$ cat src/rtl/xp_pkg.sv
package xp_pkg;
  localparam int XP_LINES = 8;

  typedef enum logic [2:0] {
    ST_IDLE,
    ST_ADDR,
    ST_ADDR_ACK,
    ST_WR,
    ST_WR_ACK,
    ST_RD,
    ST_RD_ACK
  } xp_state_e;
endpackage

$ cat src/rtl/xp_sync.sv
module xp_sync #(
  parameter int          W       = 1,
  parameter logic [W-1:0] RST_VAL = '1
) (
  input  logic         clk,
  input  logic         rst_n,
  input  logic [W-1:0] d,
  output logic [W-1:0] q
);
  logic [W-1:0] meta_q;

  always_ff @(posedge clk or negedge rst_n) begin
    if (!rst_n) begin
      meta_q <= RST_VAL;
      q      <= RST_VAL;
    end else begin
      meta_q <= d;
      q      <= meta_q;
    end
  end
endmodule

$ cat src/rtl/xp_i2c_target.sv
module xp_i2c_target
  import xp_pkg::*;
#(
  parameter int                 DATA_W   = 8,
  parameter logic [DATA_W-2:0]  DEV_ADDR = 7'h2A
) (
  input  logic              clk,
  input  logic              rst_n,
  input  logic              scl_i,
  input  logic              sda_i,
  input  logic [DATA_W-1:0] rd_byte,
  output logic              sda_oe,
  output logic              wr_stb,
  output logic [DATA_W-1:0] wr_byte,
  output logic              rd_stb
);
  localparam int             CW       = $clog2(DATA_W + 1);
  localparam logic [CW-1:0]  CNT_FULL = CW'(DATA_W);

  logic [1:0] bus_s;
  logic       scl_s, sda_s, scl_p, sda_p;
  logic       scl_rise, scl_fall, bus_start, bus_stop;

  xp_sync #(.W(2), .RST_VAL(2'b11)) u_bus_sync (
    .clk  (clk),
    .rst_n(rst_n),
    .d    ({scl_i, sda_i}),
    .q    (bus_s)
  );

  assign scl_s = bus_s[1];
  assign sda_s = bus_s[0];

  always_ff @(posedge clk or negedge rst_n) begin
    if (!rst_n) begin
      scl_p <= 1'b1;
      sda_p <= 1'b1;
    end else begin
      scl_p <= scl_s;
      sda_p <= sda_s;
    end
  end

  assign scl_rise  = scl_s & ~scl_p;
  assign scl_fall  = ~scl_s & scl_p;
  assign bus_start = scl_s & scl_p & sda_p & ~sda_s;
  assign bus_stop  = scl_s & scl_p & ~sda_p & sda_s;

  xp_state_e         state_q;
  logic [CW-1:0]     cnt_q;
  logic [DATA_W-1:0] sh_q, tx_q;
  logic              rw_q, nack_q;

  always_ff @(posedge clk or negedge rst_n) begin
    if (!rst_n) begin
      state_q <= ST_IDLE;
      cnt_q   <= '0;
      sh_q    <= '0;
      tx_q    <= '0;
      rw_q    <= 1'b0;
      nack_q  <= 1'b1;
      sda_oe  <= 1'b0;
      wr_stb  <= 1'b0;
      wr_byte <= '0;
      rd_stb  <= 1'b0;
    end else begin
      wr_stb <= 1'b0;
      rd_stb <= 1'b0;
      if (bus_start) begin
        state_q <= ST_ADDR;
        cnt_q   <= '0;
        sda_oe  <= 1'b0;
      end else if (bus_stop) begin
        state_q <= ST_IDLE;
        sda_oe  <= 1'b0;
      end else if (scl_rise) begin
        case (state_q)
          ST_ADDR, ST_WR: begin
            sh_q  <= {sh_q[DATA_W-2:0], sda_s};
            cnt_q <= cnt_q + 1'b1;
          end
          ST_RD:     cnt_q  <= cnt_q + 1'b1;
          ST_RD_ACK: nack_q <= sda_s;
          default: ;
        endcase
      end else if (scl_fall) begin
        case (state_q)
          ST_ADDR: begin
            if (cnt_q == CNT_FULL) begin
              if (sh_q[DATA_W-1:1] == DEV_ADDR) begin
                sda_oe  <= 1'b1;
                rw_q    <= sh_q[0];
                state_q <= ST_ADDR_ACK;
              end else begin
                state_q <= ST_IDLE;
              end
            end
          end
          ST_ADDR_ACK: begin
            cnt_q <= '0;
            if (rw_q) begin
              tx_q    <= rd_byte;
              sda_oe  <= ~rd_byte[DATA_W-1];
              rd_stb  <= 1'b1;
              state_q <= ST_RD;
            end else begin
              sda_oe  <= 1'b0;
              state_q <= ST_WR;
            end
          end
          ST_WR: begin
            if (cnt_q == CNT_FULL) begin
              wr_byte <= sh_q;
              wr_stb  <= 1'b1;
              sda_oe  <= 1'b1;
              state_q <= ST_WR_ACK;
            end
          end
          ST_WR_ACK: begin
            sda_oe  <= 1'b0;
            cnt_q   <= '0;
            state_q <= ST_WR;
          end
          ST_RD: begin
            if (cnt_q == CNT_FULL) begin
              sda_oe  <= 1'b0;
              state_q <= ST_RD_ACK;
            end else begin
              tx_q   <= {tx_q[DATA_W-2:0], 1'b0};
              sda_oe <= ~tx_q[DATA_W-2];
            end
          end
          ST_RD_ACK: begin
            if (!nack_q) begin
              cnt_q   <= '0;
              tx_q    <= rd_byte;
              sda_oe  <= ~rd_byte[DATA_W-1];
              rd_stb  <= 1'b1;
              state_q <= ST_RD;
            end else begin
              state_q <= ST_IDLE;
            end
          end
          default: ;
        endcase
      end
    end
  end

  // the target never moves SDA while SCL stays high
  p_sda_steady_r11: assert property (@(posedge clk) disable iff (!rst_n)
    (scl_s && scl_p) |=> (!scl_p || $stable(sda_oe) || !scl_s));
endmodule

$ cat src/rtl/xp_port_core.sv
module xp_port_core #(
  parameter int W = 8
) (
  input  logic         clk,
  input  logic         rst_n,
  input  logic [W-1:0] pin_sync,
  input  logic         wr_stb,
  input  logic [W-1:0] wr_byte,
  input  logic         rd_stb,
  output logic [W-1:0] rd_byte,
  output logic [W-1:0] pin_out,
  output logic         int_n
);
  logic [W-1:0] latch_q, snap_q, resolved, wr_resolved;

  assign resolved    = pin_sync & latch_q;
  assign wr_resolved = pin_sync & wr_byte;
  assign rd_byte     = resolved;

  always_ff @(posedge clk or negedge rst_n) begin
    if (!rst_n) begin
      latch_q <= '1;
      snap_q  <= '1;
      pin_out <= '1;
      int_n   <= 1'b1;
    end else if (wr_stb) begin
      latch_q <= wr_byte;
      pin_out <= wr_resolved;
      int_n   <= (wr_resolved == snap_q);
    end else if (rd_stb) begin
      snap_q <= resolved;
      int_n  <= 1'b1;
    end else if (resolved != snap_q) begin
      int_n <= 1'b0;
    end
  end

  p_int_assert_r5: assert property (@(posedge clk) disable iff (!rst_n)
    (!wr_stb && !rd_stb && (resolved != snap_q)) |=> !int_n);

  p_read_release_r6: assert property (@(posedge clk) disable iff (!rst_n)
    (rd_stb && !wr_stb) |=> int_n);

  p_pin_hold_r8: assert property (@(posedge clk) disable iff (!rst_n)
    !wr_stb |=> $stable(pin_out));
endmodule

$ cat src/rtl/xp_expander.sv
module xp_expander
  import xp_pkg::*;
#(
  parameter logic [XP_LINES-2:0] DEV_ADDR = 7'h2A
) (
  input  logic                clk,
  input  logic                rst_n,
  input  logic                scl_i,
  input  logic                sda_i,
  output logic                sda_oe_o,
  input  logic [XP_LINES-1:0] pin_i,
  output logic [XP_LINES-1:0] pin_o,
  output logic                int_n_o
);
  logic [XP_LINES-1:0] pin_sync, wr_byte, rd_byte;
  logic                wr_stb, rd_stb;

  xp_sync #(.W(XP_LINES), .RST_VAL('1)) u_pin_sync (
    .clk  (clk),
    .rst_n(rst_n),
    .d    (pin_i),
    .q    (pin_sync)
  );

  xp_i2c_target #(.DATA_W(XP_LINES), .DEV_ADDR(DEV_ADDR)) u_target (
    .clk    (clk),
    .rst_n  (rst_n),
    .scl_i  (scl_i),
    .sda_i  (sda_i),
    .rd_byte(rd_byte),
    .sda_oe (sda_oe_o),
    .wr_stb (wr_stb),
    .wr_byte(wr_byte),
    .rd_stb (rd_stb)
  );

  xp_port_core #(.W(XP_LINES)) u_core (
    .clk     (clk),
    .rst_n   (rst_n),
    .pin_sync(pin_sync),
    .wr_stb  (wr_stb),
    .wr_byte (wr_byte),
    .rd_stb  (rd_stb),
    .rd_byte (rd_byte),
    .pin_out (pin_o),
    .int_n   (int_n_o)
  );
endmodule

$ cat config.mk
export PLATFORM = sky130hd
export DESIGN_NAME = xp_expander
export DESIGN_NICKNAME = d
export VERILOG_FILES = /design/src/rtl/xp_pkg.sv /design/src/rtl/xp_sync.sv /design/src/rtl/xp_i2c_target.sv /design/src/rtl/xp_port_core.sv /design/src/rtl/xp_expander.sv
export SDC_FILE = /design/constraint.sdc
export NUM_CORES = 1
export LEC_CHECK = 0
export ABC_CLOCK_PERIOD_IN_PS = 2400
export CAP_MARGIN = 15
export CORE_MARGIN = 4
export CORE_UTILIZATION = 62
export DETAILED_ROUTE_END_ITERATION = 10
export DONT_BUFFER_PORTS = 1
export PLACE_DENSITY = 0.76
export SLEW_MARGIN = 30
export SYNTH_ARGS = -nofsm -noshare
export SYNTH_HDL_FRONTEND = slang
export SYNTH_SLANG_ARGS = --single-unit
$ cat constraint.sdc
create_clock -name clk -period 2.4 [get_ports clk]
set_clock_uncertainty 0.1 [all_clocks]
set_input_delay 0.12 -clock clk [delete_from_list [all_inputs] [get_ports clk]]
set_output_delay 0.12 -clock clk [all_outputs]
set_load 0.02 [all_outputs]
==> results_dict.tcl <==
set metrics [dict create \
    slew_violations 0 \
    use_met3_pct 5.73 \
    whs_ns 0.194 \
    grt_max_degree 83 \
    io_buffers 0 \
    syn_to_final_growth_pct 10.8 \
    clk-insertion-delay-late_ns 0.36 \
    critPathLaunchType "flop" \
    ys_types 44 \
    grt_pass1_wl_um 11500 \
    dp_cells 366 \
    worst_pin_slew_ns 0.498 \
    hpwl_um 4090 \
    synth_area_leaders "dfstp_2 (35%), dfrtp_1 (24%), mux2_2 (11%), o21ai_0 (4.1%), xnor2_1 (3.9%)" \
    synth-edff-count 0 \
    cts.path.max_buffers 2 \
    yosys.area_share.simple_pct 12.3 \
    leakage_uw 0.00162 \
    rsz0062_at_grt "false" \
    antennaDiodeCount 0 \
    nets 331 \
    min_path_cells 1 \
    met2_usage_pct 33.4 \
    regArea_mm2 0.00211 \
    synth_top_area_share_pct 35.4 \
    finalSetupViolCount 0 \
    antenna_found_initial 0 \
    ys_ff_latch 82 \
    synthArstFlopShare_pct 100 \
    cts_root_buffer "clkbuf_8" \
    drcViolationCount 0 \
    multi_input_area_mm2 0.00135 \
    period_needed_ns 2.13 \
    gp_congestion 0.822 \
    ios 22 \
    drv_cap 0 \
    synth_xor_area_share_pct 4.18 \
    first_global_vias 2320 \
    die_height_um 83.8 \
    core_area_mm2 0.00554 \
    firstDrtPassIters 4 \
    synth-compound-area-share_pct 9.63 \
    peakVddDrop_mv 0.623 \
    drt_iter0_markers 150 \
    hold_path_class "in -> reg" \
    vias 2213 \
    grt_overflow 0 \
    stdcell_count 394 \
    clock-sinks 82 \
    routed_via_density 5.62 \
    outcome "finished clean" \
    postSynthCellCount 303 \
    syn-cell-area_mm2 0.00356 \
    cp-end-kind "flop" \
    fmax_mhz 470 \
    detail-route-antenna-nets 0 \
    reg2reg_depth 6 \
    dpl_cell_area_mm2 0.00361 \
    busiest_layer "met2" \
    ys_seq_area_share_pct 59.3 \
    use_met1_pct 28.0 \
    synth_fa_ha_area_share_pct 0.703 \
    cts_buffers 9 \
    routed_wl_um 6520 \
    tritoncts "built" \
    synth_warnings 0 \
    drive_gt1_share_pct 33.5 \
    hold_viol 0 \
    cp.required_ns 2.54 \
    synth_largest_area_cell "dfstp_2" \
    worstSetupPathType "reg -> reg" \
    avgSynthCellArea_um2 11.8 \
    die_w_um 83.8 \
    post_cts_resize_count 0 \
    rows 27 \
    tns_ns 0 \
    crit_fanout 9 \
    worstPathArrival_ns 2.27 \
    grt_use_total_pct 20.9 \
    post-route-period-util_pct 88.7 \
    synth.most_common_cell "dfstp_2" \
    clkTransAtPathRegs_ns 0.09 \
    p_per_area_mw_per_mm2 646 \
    synth_top_family_by_area "simple AND/OR/NAND/NOR gates" \
    initial_core_util_pct 64.3 \
    synth.area.mux_share_pct 11.0 \
    post-cts-setup-buffer-count 0 \
    die_area_mm2 0.00702 \
    relSlewSlack_pct 65.9 \
    yosys-top-cells-count "dfstp_2 (48), nand2_1 (36), dfrtp_1 (34), mux2_2 (34), o21ai_0 (29)" \
    wire_per_inst_um 16.5 \
    synthFlopType "dfstp_2" \
    syn_nets 317 \
    cts_htree_levels 3 \
    design_area_mm2 0.00395 \
    fillCellCount 393 \
]
## metal layers
metal	wire length (um)	vias to the layer above	part of all wire, %
met1	2980	1072	46
met2	3150	55	48
met4	87	0	1.3
li1	-	1077	-
met5	0	-	0
met3	297	9	4.6
## timing repair
item,in CTS,in global routing
endpoints found under the setup margin,0,0
hold buffers,12,0
hold endpoints to repair,92,0
## worst max-delay path, cell delays in order (launching register included)
cell,delay [ns]
dfrtp_1,0.43
inv_1,0.07
ha_1,0.14
nand3b_1,0.21
nor3_1,0.38
nand2_1,0.31
mux2_2,0.37
## final cells by class
cell class              instances  area share [%]
clock inverters                 6            1.40
clock buffers                  10            3.49
flip-flops and latches         82            53.5
multi-input cells             197            34.2
inverters                      13            1.24
well taps                      72            2.28
repair buffers                 14            3.87
## logic make-up (layout without fill, tap and decap cells)
| group | after synthesis | after routing |
|---|---|---|
| AOI/OAI and AO/OA | 55 | 55 |
| xor gates and xnor gates | 17 | 17 |
| adders and majority gates | 2 | 2 |
| buffers and inverters | 24 | 43 |
| DFF | 82 | 82 |
| muxes | 35 | 35 |
| and+or+nand+nor | 88 | 88 |
## layout by cell type, fill, tap and decap left out, types with 3 or more instances in the layout
cell type,count
nand3_1,11
dlygate4sd3_1,11
nand3b_1,4
nor2_1,9
nor3_1,5
inv_1,13
dfrtp_1,34
xnor2_1,16
a21oi_1,5
inv_6,3
nand2_1,36
nor2b_1,4
o21ai_0,29
clkbuf_8,10
dfstp_2,48
o31ai_1,3
mux2_2,34
nand2b_1,6
## per-stage QoR
step                utilization (%)  power [uW]  setup WS (ns)
floorplan                         -        1550          0.657
global placement               65.2        1560          0.409
detailed placement             65.2        1570          0.326
CTS                            71.2        2570          0.307
global route                   71.2        2660          0.105
finish                         71.2        2550          0.272
## final timing paths
kind,start,to,slack [ns]
max,u_target.cnt_q[0],u_target.wr_byte[5],0.27
min,sda_i,u_target.u_bus_sync.meta_q[0],0.19
max reg2reg,u_target.cnt_q[0],u_target.wr_byte[5],0.27
min reg2reg,u_pin_sync.meta_q[0],u_pin_sync.q[0],0.26
max in group asynchronous,rst_n,u_core.snap_q[0],1.62
min in group asynchronous,rst_n,u_target.state_q[0],0.22
## sequential cells by signal, summed over array words and instances (netlist names)
register	cells
u_target.wr_byte	8
u_target.u_bus_sync.meta_q	2
u_core.pin_out	8
u_target.nack_q	1
u_target.wr_stb	1
u_target.rw_q	1
u_core.latch_q	8
u_target.u_bus_sync.q	2
u_target.tx_q	7
u_target.cnt_q	4
u_core.int_n	1
u_core.snap_q	8
u_target.sh_q	8
u_target.sda_p	1
u_target.sda_oe	1
u_target.state_q	3
u_target.rd_stb	1
u_pin_sync.meta_q	8
u_pin_sync.q	8
u_target.scl_p	1
## power by group
group	switching [uW]	total (uW)	internal, uW	leakage, uW
combinational	61.9	115	52.9	0.000552
clock	533	959	426	0.0000998
sequential	38.0	1470	1440	0.000972
Power figures use the tool's default switching activity.
